==> src/rtl/rcause_pkg.sv <==
package rcause_pkg;

    localparam int FLAG_W  = 4;
    localparam int BIT_POR = 0;
    localparam int BIT_EXT = 1;
    localparam int BIT_WDT = 2;
    localparam int BIT_BOD = 3;

    // non-power-on sources, in release-detector order
    localparam int SRC_N   = 3;
    localparam int SRC_EXT = 0;
    localparam int SRC_WDT = 1;
    localparam int SRC_BOD = 2;

    typedef enum logic [1:0] {
        ST_COLD = 2'd0,
        ST_HELD = 2'd1,
        ST_RUN  = 2'd2
    } seq_state_t;

endpackage

==> src/rtl/rcause_release.sv <==
// Flags the cycle in which a source drops, qualified by a per-source
// enable that was valid in the last cycle the source was high.
module rcause_release #(
    parameter int N = 3
) (
    input  logic         clk,
    input  logic [N-1:0] src,
    input  logic [N-1:0] qual,
    output logic [N-1:0] released
);

    for (genvar i = 0; i < N; i++) begin : g_src
        logic src_q;
        logic qual_q;

        always_ff @(posedge clk) begin
            src_q  <= src[i];
            qual_q <= qual[i];
        end

        assign released[i] = src_q & qual_q & ~src[i];
    end

endmodule

==> src/rtl/rcause_seq.sv <==
// Chip reset-phase sequencer: decides when software writes are accepted.
module rcause_seq
    import rcause_pkg::*;
(
    input  logic       clk,
    input  logic       por,
    input  logic       held,
    output seq_state_t state,
    output logic       wr_ok
);

    seq_state_t state_nxt;

    always_ff @(posedge clk) begin
        if (por) state <= ST_COLD;
        else     state <= state_nxt;
    end

    always_comb begin
        state_nxt = state;
        unique case (state)
            ST_COLD: state_nxt = held ? ST_HELD : ST_RUN;
            ST_HELD: if (!held) state_nxt = ST_RUN;
            ST_RUN:  if (held)  state_nxt = ST_HELD;
            default: state_nxt = ST_COLD;
        endcase
    end

    always_comb begin
        wr_ok = 1'b0;
        unique case (state)
            ST_COLD: wr_ok = 1'b0;
            ST_HELD: wr_ok = 1'b0;
            ST_RUN:  wr_ok = 1'b1;
            default: wr_ok = 1'b0;
        endcase
    end

endmodule

==> src/rtl/rcause_flags.sv <==
// The cause record. Only power-on reinitialises it.
module rcause_flags
    import rcause_pkg::*;
#(
    parameter int W = FLAG_W
) (
    input  logic             clk,
    input  logic             por,
    input  logic             wr_ok,
    input  logic             wr_en,
    input  logic [W-1:0]     wr_mask,
    input  logic [SRC_N-1:0] released,
    output logic [W-1:0]     flags
);

    localparam logic [W-1:0] COLD_VAL = W'(1) << BIT_POR;

    logic [W-1:0] flags_nxt;

    always_comb begin
        flags_nxt = flags;
        if (wr_ok && wr_en)
            flags_nxt = flags_nxt & ~wr_mask;
        if (released[SRC_EXT]) flags_nxt[BIT_EXT] = 1'b1;
        if (released[SRC_BOD]) flags_nxt[BIT_BOD] = 1'b1;
        if (released[SRC_WDT]) flags_nxt[BIT_WDT] = 1'b1;
        // any other source wipes the watchdog cause, even in the same cycle
        if (released[SRC_EXT] || released[SRC_BOD])
            flags_nxt[BIT_WDT] = 1'b0;
    end

    always_ff @(posedge clk) begin
        if (por) flags <= COLD_VAL;
        else     flags <= flags_nxt;
    end

endmodule

==> src/rtl/rcause_reg.sv <==
module rcause_reg
    import rcause_pkg::*;
#(
    parameter int DATA_W = 32
) (
    input  logic              clk,
    input  logic              por_req,
    input  logic              ext_rst_req,
    input  logic              wdt_timeout,
    input  logic              wdt_rst_en,
    input  logic              bod_low,
    input  logic              wr_en,
    input  logic [DATA_W-1:0] wr_data,
    output logic [DATA_W-1:0] rd_data
);

    localparam int PAD_W = DATA_W - FLAG_W;

    logic [SRC_N-1:0]  src_vec;
    logic [SRC_N-1:0]  qual_vec;
    logic [SRC_N-1:0]  released;
    logic [FLAG_W-1:0] flags;
    logic              held;
    logic              wr_ok;
    seq_state_t        seq_q;
    logic              unused_hi;

    always_comb begin
        src_vec           = '0;
        qual_vec          = '1;
        src_vec[SRC_EXT]  = ext_rst_req;
        src_vec[SRC_WDT]  = wdt_timeout;
        src_vec[SRC_BOD]  = bod_low;
        qual_vec[SRC_WDT] = wdt_rst_en;
    end

    assign held      = |(src_vec & qual_vec);
    assign unused_hi = ^wr_data[DATA_W-1:FLAG_W];

    rcause_release #(.N(SRC_N)) u_rel (
        .clk      (clk),
        .src      (src_vec),
        .qual     (qual_vec),
        .released (released)
    );

    rcause_seq u_seq (
        .clk   (clk),
        .por   (por_req),
        .held  (held),
        .state (seq_q),
        .wr_ok (wr_ok)
    );

    rcause_flags #(.W(FLAG_W)) u_flags (
        .clk      (clk),
        .por      (por_req),
        .wr_ok    (wr_ok),
        .wr_en    (wr_en),
        .wr_mask  (wr_data[FLAG_W-1:0]),
        .released (released),
        .flags    (flags)
    );

    assign rd_data = {{PAD_W{1'b0}}, flags};

endmodule

==> config.mk <==
export PLATFORM = sky130hd
export DESIGN_NAME = rcause_reg
export DESIGN_NICKNAME = d
export VERILOG_FILES = /design/src/rtl/rcause_pkg.sv /design/src/rtl/rcause_release.sv /design/src/rtl/rcause_seq.sv /design/src/rtl/rcause_flags.sv /design/src/rtl/rcause_reg.sv
export SDC_FILE = /design/constraint.sdc
export NUM_CORES = 1
export LEC_CHECK = 0
export ABC_AREA = 1
export BUFFER_PORTS_ARGS = -buffer_cell sky130_fd_sc_hd__buf_2
export CAP_MARGIN = 0
export CORE_MARGIN = 2
export CORE_UTILIZATION = 32
export DETAILED_ROUTE_END_ITERATION = 6
export GPL_ROUTABILITY_DRIVEN = 0
export PLACE_DENSITY_LB_ADDON = 0.08
export SLEW_MARGIN = 20
export SYNTH_ARGS = -nofsm -noshare
export SYNTH_HDL_FRONTEND = slang
export SYNTH_HIERARCHICAL = 1
export SYNTH_SLANG_ARGS = --single-unit
==> constraint.sdc <==
create_clock -name clk -period 0.9 [get_ports clk]
set_input_delay 0.045 -clock clk [delete_from_list [all_inputs] [get_ports clk]]
set_output_delay 0.045 -clock clk [all_outputs]
set_load 0.02 [all_outputs]
==> results of run 1 <==
## cell usage in the layout, fill, tap and decap left out, drive strengths merged
cell type | Yosys | layout
nor2 | 7 | 7
nand2 | 13 | 13
dfxtp | 12 | 12
dlygate4sd3 | 0 | 5
clkbuf | 0 | 4
a21oi | 3 | 3
inv | 8 | 8
buf | 28 | 13
nand3 | 5 | 5
conb | 2 | 30
## sequential cells by signal (all words and copies together) (netlist names)
register	count
u_flags/flags	4
u_rel/g_src.src_q	3
u_seq/state	2
u_rel/g_src.qual_q	3
## stage by stage
stage / TNS [ns] / cell area, µm² / std cells / worst slack [ns]
6_report: 0 / 698 / 125 / 0.0651
3_3_place_gp: -0.0308 / 609 / 117 / -0.0173
3_5_place_dp: -0.0271 / 609 / 117 / -0.0153
4_1_cts: 0 / 698 / 126 / 0.0518
2_1_floorplan: 0 / 718 / 106 / 0.0858
5_1_grt: 0 / 698 / 125 / 0.00666
## worst reg2reg max path, delay by kind of cell (launching register included)
family | cells | cell delay, ns
buffers and inverters | 1 | 0.06
flip-flops | 1 | 0.33
AO/OA/AOI/OAI | 1 | 0.05
AND/OR/NAND/NOR | 3 | 0.26
## path summary, 6_finish.rpt
path	end	slack [ns]	startpoint	cells past startpoint
worst max-delay path	u_seq/state[1]$_SDFFE_PP0P_	0.07	bod_low	7
worst max register to register	u_flags/flags[1]$_SDFFE_PP0P_	0.10	u_seq/state[1]$_SDFFE_PP0P_	5
worst min-delay path	u_flags/flags[0]$_SDFFE_PP1P_	0.06	wr_data[0]	4
worst min register to register	u_flags/flags[0]$_SDFFE_PP1P_	0.45	u_flags/flags[0]$_SDFFE_PP1P_	2
## routing by layer
metal | routed length (µm) | global-route usage, % | vias up
met5 | 0 | 0 | -
met4 | 0 | 8.11 | 0
met3 | 117 | 3.40 | 0
met2 | 342 | 11.5 | 30
met1 | 346 | 8.92 | 167
li1 | - | - | 219
## cell families (layout without fill, tap and decap cells)
family	count (synthesis)	after routing	share of synthesized area, %
flip-flops	12	12	39.2
AND/OR/NAND/NOR	25	25	18.0
buffers and inverters	36	30	39.2
other	2	30	1.22
AO/OA/AOI/OAI	3	3	2.45
## cell usage after synthesis
| cell | n | area, µm² |
|---|---|---|
| buf_4 | 28 | 210 |
| nor2_2 | 4 | 25.0 |
| a21oi_1 | 3 | 15.0 |
| conb_1 | 2 | 7.51 |
| nand2_1 | 13 | 48.8 |
| nand3_1 | 5 | 25.0 |
| inv_1 | 8 | 30.0 |
| nor2_1 | 3 | 11.3 |
| dfxtp_1 | 12 | 240 |
## power groups by stage
stage	sequential, mW	clock [mW]	combinational, mW
4_1_cts	0.567	0.446	0.201
2_1_floorplan	0.587	0	0.227
3_3_place_gp	0.579	0	0.184
5_1_grt	0.572	0.475	0.225
3_5_place_dp	0.579	0	0.184
6_report	0.568	0.419	0.201
## area by class of cell
class / count / area, µm² / share of cell area [%]
clock buffer: 4 / 36.3 / 5.20
inverter: 8 / 30.0 / 4.30
multi-input combinational: 58 / 245 / 35.1
sequential: 12 / 240 / 34.4
tap: 25 / 31.3 / 4.48
timing repair buffer: 18 / 115 / 16.5
## repair_timing
item	in CTS	in global routing
pin swaps	0	3
gates resized for setup	1	1
setup endpoints to repair	2	3
hold buffers	5	0
hold endpoints to repair	6	0
==> metrics.txt, run 1 <==
CTS tree=built; Pins Over Slew Limit=0; Setup Skew=0.00517 ns; worst skew pair latency=0.27 ns; proportion of layout cells with a drive suffix above 1=22.0%; P per Cell Area=1700 nW/µm²; worst hold slack=0.0565 ns; Power Total=1.19 mW; crit start category=primary input; crit path DAT=1.05 ns; Max Freq=1200 MHz; switching share of total power=28.2%; Initial Utilization=34.8%; top-level I/O count=71; status=complete, no violations; clk slew on worst S/H paths=0.08 ns; Final Hold Viols=0; sequential fraction of the synthesis area=39.2%; yosys warns=6; critical path's largest stage delay=0.53 ns; Critical Path Fanout Max=3; Residual DRC=0; 1st-iter DRT viols=6; Post-CTS Setup Inserts=0; Tmin final=0.835 ns; CORE AREA=1760 µm²; post-layout util=39.6%; antenna viol nets, final=0; total die area=2280 µm²; Root Driver=clkbuf_4; first-pass GRT wire length=1170 µm; synthesized area=613 µm²; Leak=0.377 nW; Die Y=47.8 µm; Slowest-stage cell, CP=dlygate4sd3_1; CTS buffer count=3; Req. time, crit path=1.12 ns; cell chain of the critical path=dlygate4sd3_1 -> buf_2 -> nor2_1 -> nand2_1 -> nor2_1 -> nand2_1 -> inv_1; GRT overflow=0; register bit total from synthesis=12; Die Span X=47.8 µm; RSZ-0062 raised after global routing=no; H-tree depth=1; clk buf depth=2; number of core rows=15; Max VDD drop=0.00109 V; all-layer global routing usage=8.14%; wirelength, routed=805 µm; Clock Sinks=12; Logic pwr share=16.9%; Filler cells=212; First-pass DRT Iterations=2; Routed WL per cell=6.44 µm; Layout Nets=140; HPWL after DPL=667 µm; largest net degree at the start of global routing=8; Setup violations, final=0; Crit. End Element=flop; period utilization=92.8%; P_int=0.852 mW; Min-Delay Path Class=in -> reg; Post-Syn Instances=78; Buf+Inv Stages, Crit Path=3; Antenna diodes=0; Worst path top cell family by delay=buffers and inverters; synth-to-layout area growth=13.9%; vias=416; synthesized area per cell=7.86 µm²; number of vias per cell=3.33; Setup Crit Path Kind=in -> reg; synth unique cells=9; Buffers on Ports=14; clock share of power=35.3%; Seq pwr share=47.8%; initial antenna violation count=0; max cap viols=0; vias in the first global route=314; Psw=0.335 mW
Note: power is estimated with default switching activity, not from simulation.
==> run 2, diff against run 1 <==
Settings changed: SETUP_SLACK_MARGIN set to 0.5.
==> run 2 against run 1 <==
  * The run now ends with negative hold slack left
  * Via count is 4.6% lower
  * Total power is 8.5% lower
  * Clock-buffer cell count is 1 lower
  * Worst setup slack better by 0.048 ns
  * First-iteration DRC count is 83% lower
  * Sequential power is 0.7% lower
  * Combinational power hardly changed
  * Sequential share of layout area is 2.3 points higher
  * Hold slack worse by 0.16 ns
  * Clock skew hardly changed
  * Die area stayed put
  * Highest routed layer is now met4
==> metrics.txt, run 2 (synthesized netlist as in run 1, its figures left out) <==
status=finished, violations left; failing checks=negative hold slack; setup TNS=0 ns; gr busiest metal=met2; design area=702 µm²; Initial Utilization=34.8%; crit path DAT=0.96 ns; Final Non-Filler Cells=121; Die Y=47.8 µm; Die Span X=47.8 µm; Setup Skew=0.00497 ns; number of core rows=15; RSZ-0062 raised after global routing=yes; CTS buffer count=3; worst reg2reg setup slack=0.11 ns; vias=397; most frequent cells in the layout=conb_1, nand2_1, buf_2; total die area=2280 µm²; Max Freq=1270 MHz; Setup Crit Path Kind=reg -> reg; Clock Sinks=12; CTS tree=built; number of vias per cell=3.28; Crit. End Element=flop; most common cell after layout, fill and taps aside=conb_1; clk slew on worst S/H paths=0.07 ns; hold path cells=1; First-pass DRT Iterations=2; max cap viols=0; GRT overflow=0; initial antenna violation count=0; met1 Usage GRT=9.40%; Layout Nets=136; crit start category=flop; all-layer global routing usage=7.61%; met3 Resource Use GR=3.40%; Min-Delay Path Class=in -> reg; Largest register FFs=4; Critical Path Fanout Max=4; top-level I/O count=71; Setup violations, final=0; first-pass GRT wire length=1110 µm; post-layout util=39.8%; wirelength, routed=748 µm; vias in the first global route=273; worst skew pair latency=0.27 ns; met2 GRT Util=9.87%; proportion of layout cells with a drive suffix above 1=34.4%; Max VDD drop=0.000839 V; Tmin final=0.787 ns; Req. time, crit path=1.07 ns; Routed WL per cell=6.18 µm; synth-to-layout area growth=14.5%; period utilization=87.4%; antenna viol nets, final=0; Leak=0.363 nW; Antenna diodes=0; Residual DRC=0; Final Hold Viols=6; 1st-iter DRT viols=1; r2r worst-path depth=5; worst hold slack=-0.106 ns; Post-CTS Setup Inserts=0; largest net degree at the start of global routing=8; Buffers on Ports=14; Top Registers=u_flags/flags x4, u_rel/g_src.qual_q x3, u_rel/g_src.src_q x3; placed cell areas=634 µm²; H-tree depth=1; clk buf depth=2; Top reg by flops=u_flags/flags; Filler cells=199; Pins Over Slew Limit=0; Root Driver=clkbuf_4; Placed Cells=117; CORE AREA=1760 µm²; P per Cell Area=1550 nW/µm²
-- run 2: cell types whose count changed in the layout (fill, tap and decap cells not counted), moves of 3 or more --
cell           previous run  this run
buf_6                     0         4
dlygate4sd3_1             5         0
dfxtp_4                   0         4
dfxtp_1                  12         6
buf_2                    13        10
-- run 2: power by group --
| part | switching, mW | internal (mW) |
|---|---|---|
| clock | 0.163 | 0.160 |
| sequential | 0.0117 | 0.552 |
| combinational | 0.154 | 0.0461 |
-- run 2: per-stage QoR --
stage | hold WS (ns) | power [mW] | setup slack, ns
global placement | 0.165 | 0.761 | 0.0968
detailed placement | 0.165 | 0.761 | 0.103
global route | -0.126 | 1.18 | 0.0440
finish | -0.106 | 1.09 | 0.113
CTS | -0.119 | 1.11 | 0.102
floorplan | 0.0727 | 0.812 | 0.165
-- run 2: critical path, stage by stage, from the launching register on --
cell     delay [ns]
dfxtp_2        0.33
inv_2          0.04
nor2_4         0.12
nand3_1        0.09
nand2_1        0.07
nand2_1        0.04
-- run 2: area by class of cell --
class	count	area [µm²]	share of cell area, %
multi-input cells	58	262	37.3
flip-flops and latches	12	258	36.7
repair buffers	14	95.1	13.5
well taps	25	31.3	4.46
inverters	8	30.0	4.28
clock buffers	3	22.5	3.21
clock inverters	1	3.75	0.535
-- run 2: final timing paths --
check,from,endpoint
max,u_seq/state[1]$_SDFFE_PP0P_,u_flags/flags[0]$_SDFFE_PP1P_
min,wdt_rst_en,u_rel/g_src[1].qual_q$_DFF_P_
max reg2reg,u_seq/state[1]$_SDFFE_PP0P_,u_flags/flags[0]$_SDFFE_PP1P_
min reg2reg,u_flags/flags[0]$_SDFFE_PP1P_,u_flags/flags[0]$_SDFFE_PP1P_
-- run 2: repair_timing --
| item | in CTS | in global routing |
|---|---|---|
| endpoints found under the setup margin | 10 | 10 |
| endpoints found under the hold margin | 6 | 6 |
| gates cloned | 0 | 0 |
| pin swaps | 3 | 0 |
| resized for setup | 10 | 2 |
-- run 2: routing by layer --
layer / share of wire (%) / vias to the layer above
li1: - / 210
met1: 42 / 156
met2: 43 / 29
met3: 13 / 2
met4: 2.1 / 0
met5: 0 / -
==> run 3, diff against run 2 <==
Settings changed: CELL_PAD_IN_SITES_DETAIL_PLACEMENT set to 0, CELL_PAD_IN_SITES_GLOBAL_PLACEMENT set to 1, CORE_UTILIZATION 32 to 20.
==> run 3 against run 2 <==
  * Clock skew down 0.0014 ns
  * Register-to-register slack about the same
  * Clock power up 5%
  * The run still ends with negative hold slack left
  * First-iteration DRC count up 100%
  * Flip-flop and latch count unchanged
  * Sequential power about the same
  * Global-route usage down 1.7 points
  * Critical path depth unchanged
  * Largest power group unchanged
  * Clock-buffer cell count unchanged
  * Utilization down 16 points
==> metrics.txt, run 3 (synthesized netlist as in run 1, its figures left out) <==
status=finished, violations left; failing checks=negative hold slack; Leak=0.363 nW; crit start category=flop; 1st-iter DRT viols=2; most common cell after layout, fill and taps aside=conb_1; area of the multi-input gates=245 µm²; Die Y=59.4 µm; max cap viols=0; critical path's largest stage delay=0.33 ns; total die area=3520 µm²; top-level I/O count=71; hold path cells=1; Clock Sinks=12; Min-Delay Path Class=in -> reg; synth-to-layout area growth=13.5%; Placed Cells=125; period utilization=87.9%; Die Span X=59.4 µm; Max VDD drop=0.000561 V; Setup Crit Path Kind=reg -> reg; H-tree depth=1; largest net degree at the start of global routing=8; Max Freq=1260 MHz; HPWL after DPL=779 µm; worst skew pair latency=0.27 ns; wirelength, routed=929 µm; post-layout util=23.4%; all-layer global routing usage=5.91%; Antenna diodes=0; RSZ-0062 raised after global routing=yes; CTS buffer count=3; CTS tree=built; cell chain of the critical path=inv_2 -> nor2_4 -> nand3_1 -> nand2_1 -> a21oi_1; proportion of layout cells with a drive suffix above 1=30.2%; Final Non-Filler Cells=129; Buffers on Ports=14; Setup Skew=0.00356 ns; Largest register FFs=4; first-pass GRT wire length=1440 µm; Critical Path Fanout Max=4; Crit. End Element=flop; number of vias per cell=3.10; Setup violations, final=0; setup TNS=0 ns; P per Cell Area=1580 nW/µm²; Residual DRC=0; Req. time, crit path=1.07 ns; antenna viol nets, final=0; initial antenna violation count=0; Pins Over Slew Limit=0; placed cell areas=644 µm²; First-pass DRT Iterations=3; Tmin final=0.791 ns; clk buf depth=2; worst hold slack=-0.112 ns; Top reg by flops=u_flags/flags; r2r worst-path depth=5; design area=696 µm²; Top Registers=u_flags/flags x4, u_rel/g_src.qual_q x3, u_rel/g_src.src_q x3; Root Driver=clkbuf_4; vias in the first global route=348; number of core rows=20; clk slew on worst S/H paths=0.08 ns; Routed WL per cell=7.20 µm; Post-CTS Setup Inserts=0; crit path DAT=0.96 ns; most frequent cells in the layout=conb_1, nand2_1, buf_2; Filler cells=340; GRT overflow=0; CORE AREA=2980 µm²; Layout Nets=136; Final Hold Viols=6; vias=400; Slowest-stage cell, CP=dfxtp_2; Initial Utilization=20.6%; FF+latch area=258 µm²
run 3: layout make-up:
type,instances,share of cell area (%)
multi-input combinational,58,35.3
inverter,8,4.32
timing repair buffer,14,13.7
sequential,12,37.1
clock buffer,3,3.24
clock inverter,1,0.540
tap,33,5.94
run 3: what timing repair did:
action	4_1_cts	5_1_grt
endpoints found under the hold margin	6	6
endpoints found under the setup margin	10	10
resized for setup	8	0
pin swaps	1	0
run 3: through the flow:
| stage | total power [mW] | setup WS [ns] |
|---|---|---|
| final | 1.10 | 0.109 |
| after global placement | 0.764 | 0.0839 |
| after detailed placement | 0.765 | 0.0837 |
| after floorplan | 0.812 | 0.165 |
| after global routing | 1.18 | 0.0429 |
| after CTS | 1.13 | 0.0948 |
run 3: power by group:
part           total [mW]  switching, mW  leakage (nW)  internal [mW]
combinational       0.198          0.153         0.245         0.0448
clock               0.339          0.179        0.0154          0.160
sequential          0.563         0.0118         0.102          0.551
total                1.10          0.344         0.363          0.757
run 3: worst max-delay path: cells and delay by family, from the launching register on:
| family | cells | cell delay [ns] |
|---|---|---|
| buffers and inverters | 1 | 0.04 |
| AO/OA/AOI/OAI | 1 | 0.05 |
| flip-flops | 1 | 0.33 |
| AND/OR/NAND/NOR | 3 | 0.28 |
run 3: final timing paths:
kind,slack (ns),end,startpoint
worst max-delay path,0.11,u_flags/flags[2]$_SDFFE_PP0P_,u_seq/state[1]$_SDFFE_PP0P_
worst min-delay path,-0.11,u_rel/g_src[1].qual_q$_DFF_P_,wdt_rst_en
worst max register to register,0.11,u_flags/flags[2]$_SDFFE_PP0P_,u_seq/state[1]$_SDFFE_PP0P_
worst min register to register,0.47,u_flags/flags[0]$_SDFFE_PP1P_,u_flags/flags[0]$_SDFFE_PP1P_
run 3: metal layers:
| metal | up-vias | global-route usage (%) | share of wire, % |
|---|---|---|---|
| met2 | 23 | 7.38 | 42 |
| met3 | 2 | 3.28 | 11 |
| met1 | 163 | 7.21 | 46 |
| met4 | 0 | 4.87 | 0.86 |
| li1 | 212 | - | - |
| met5 | - | 0 | 0 |
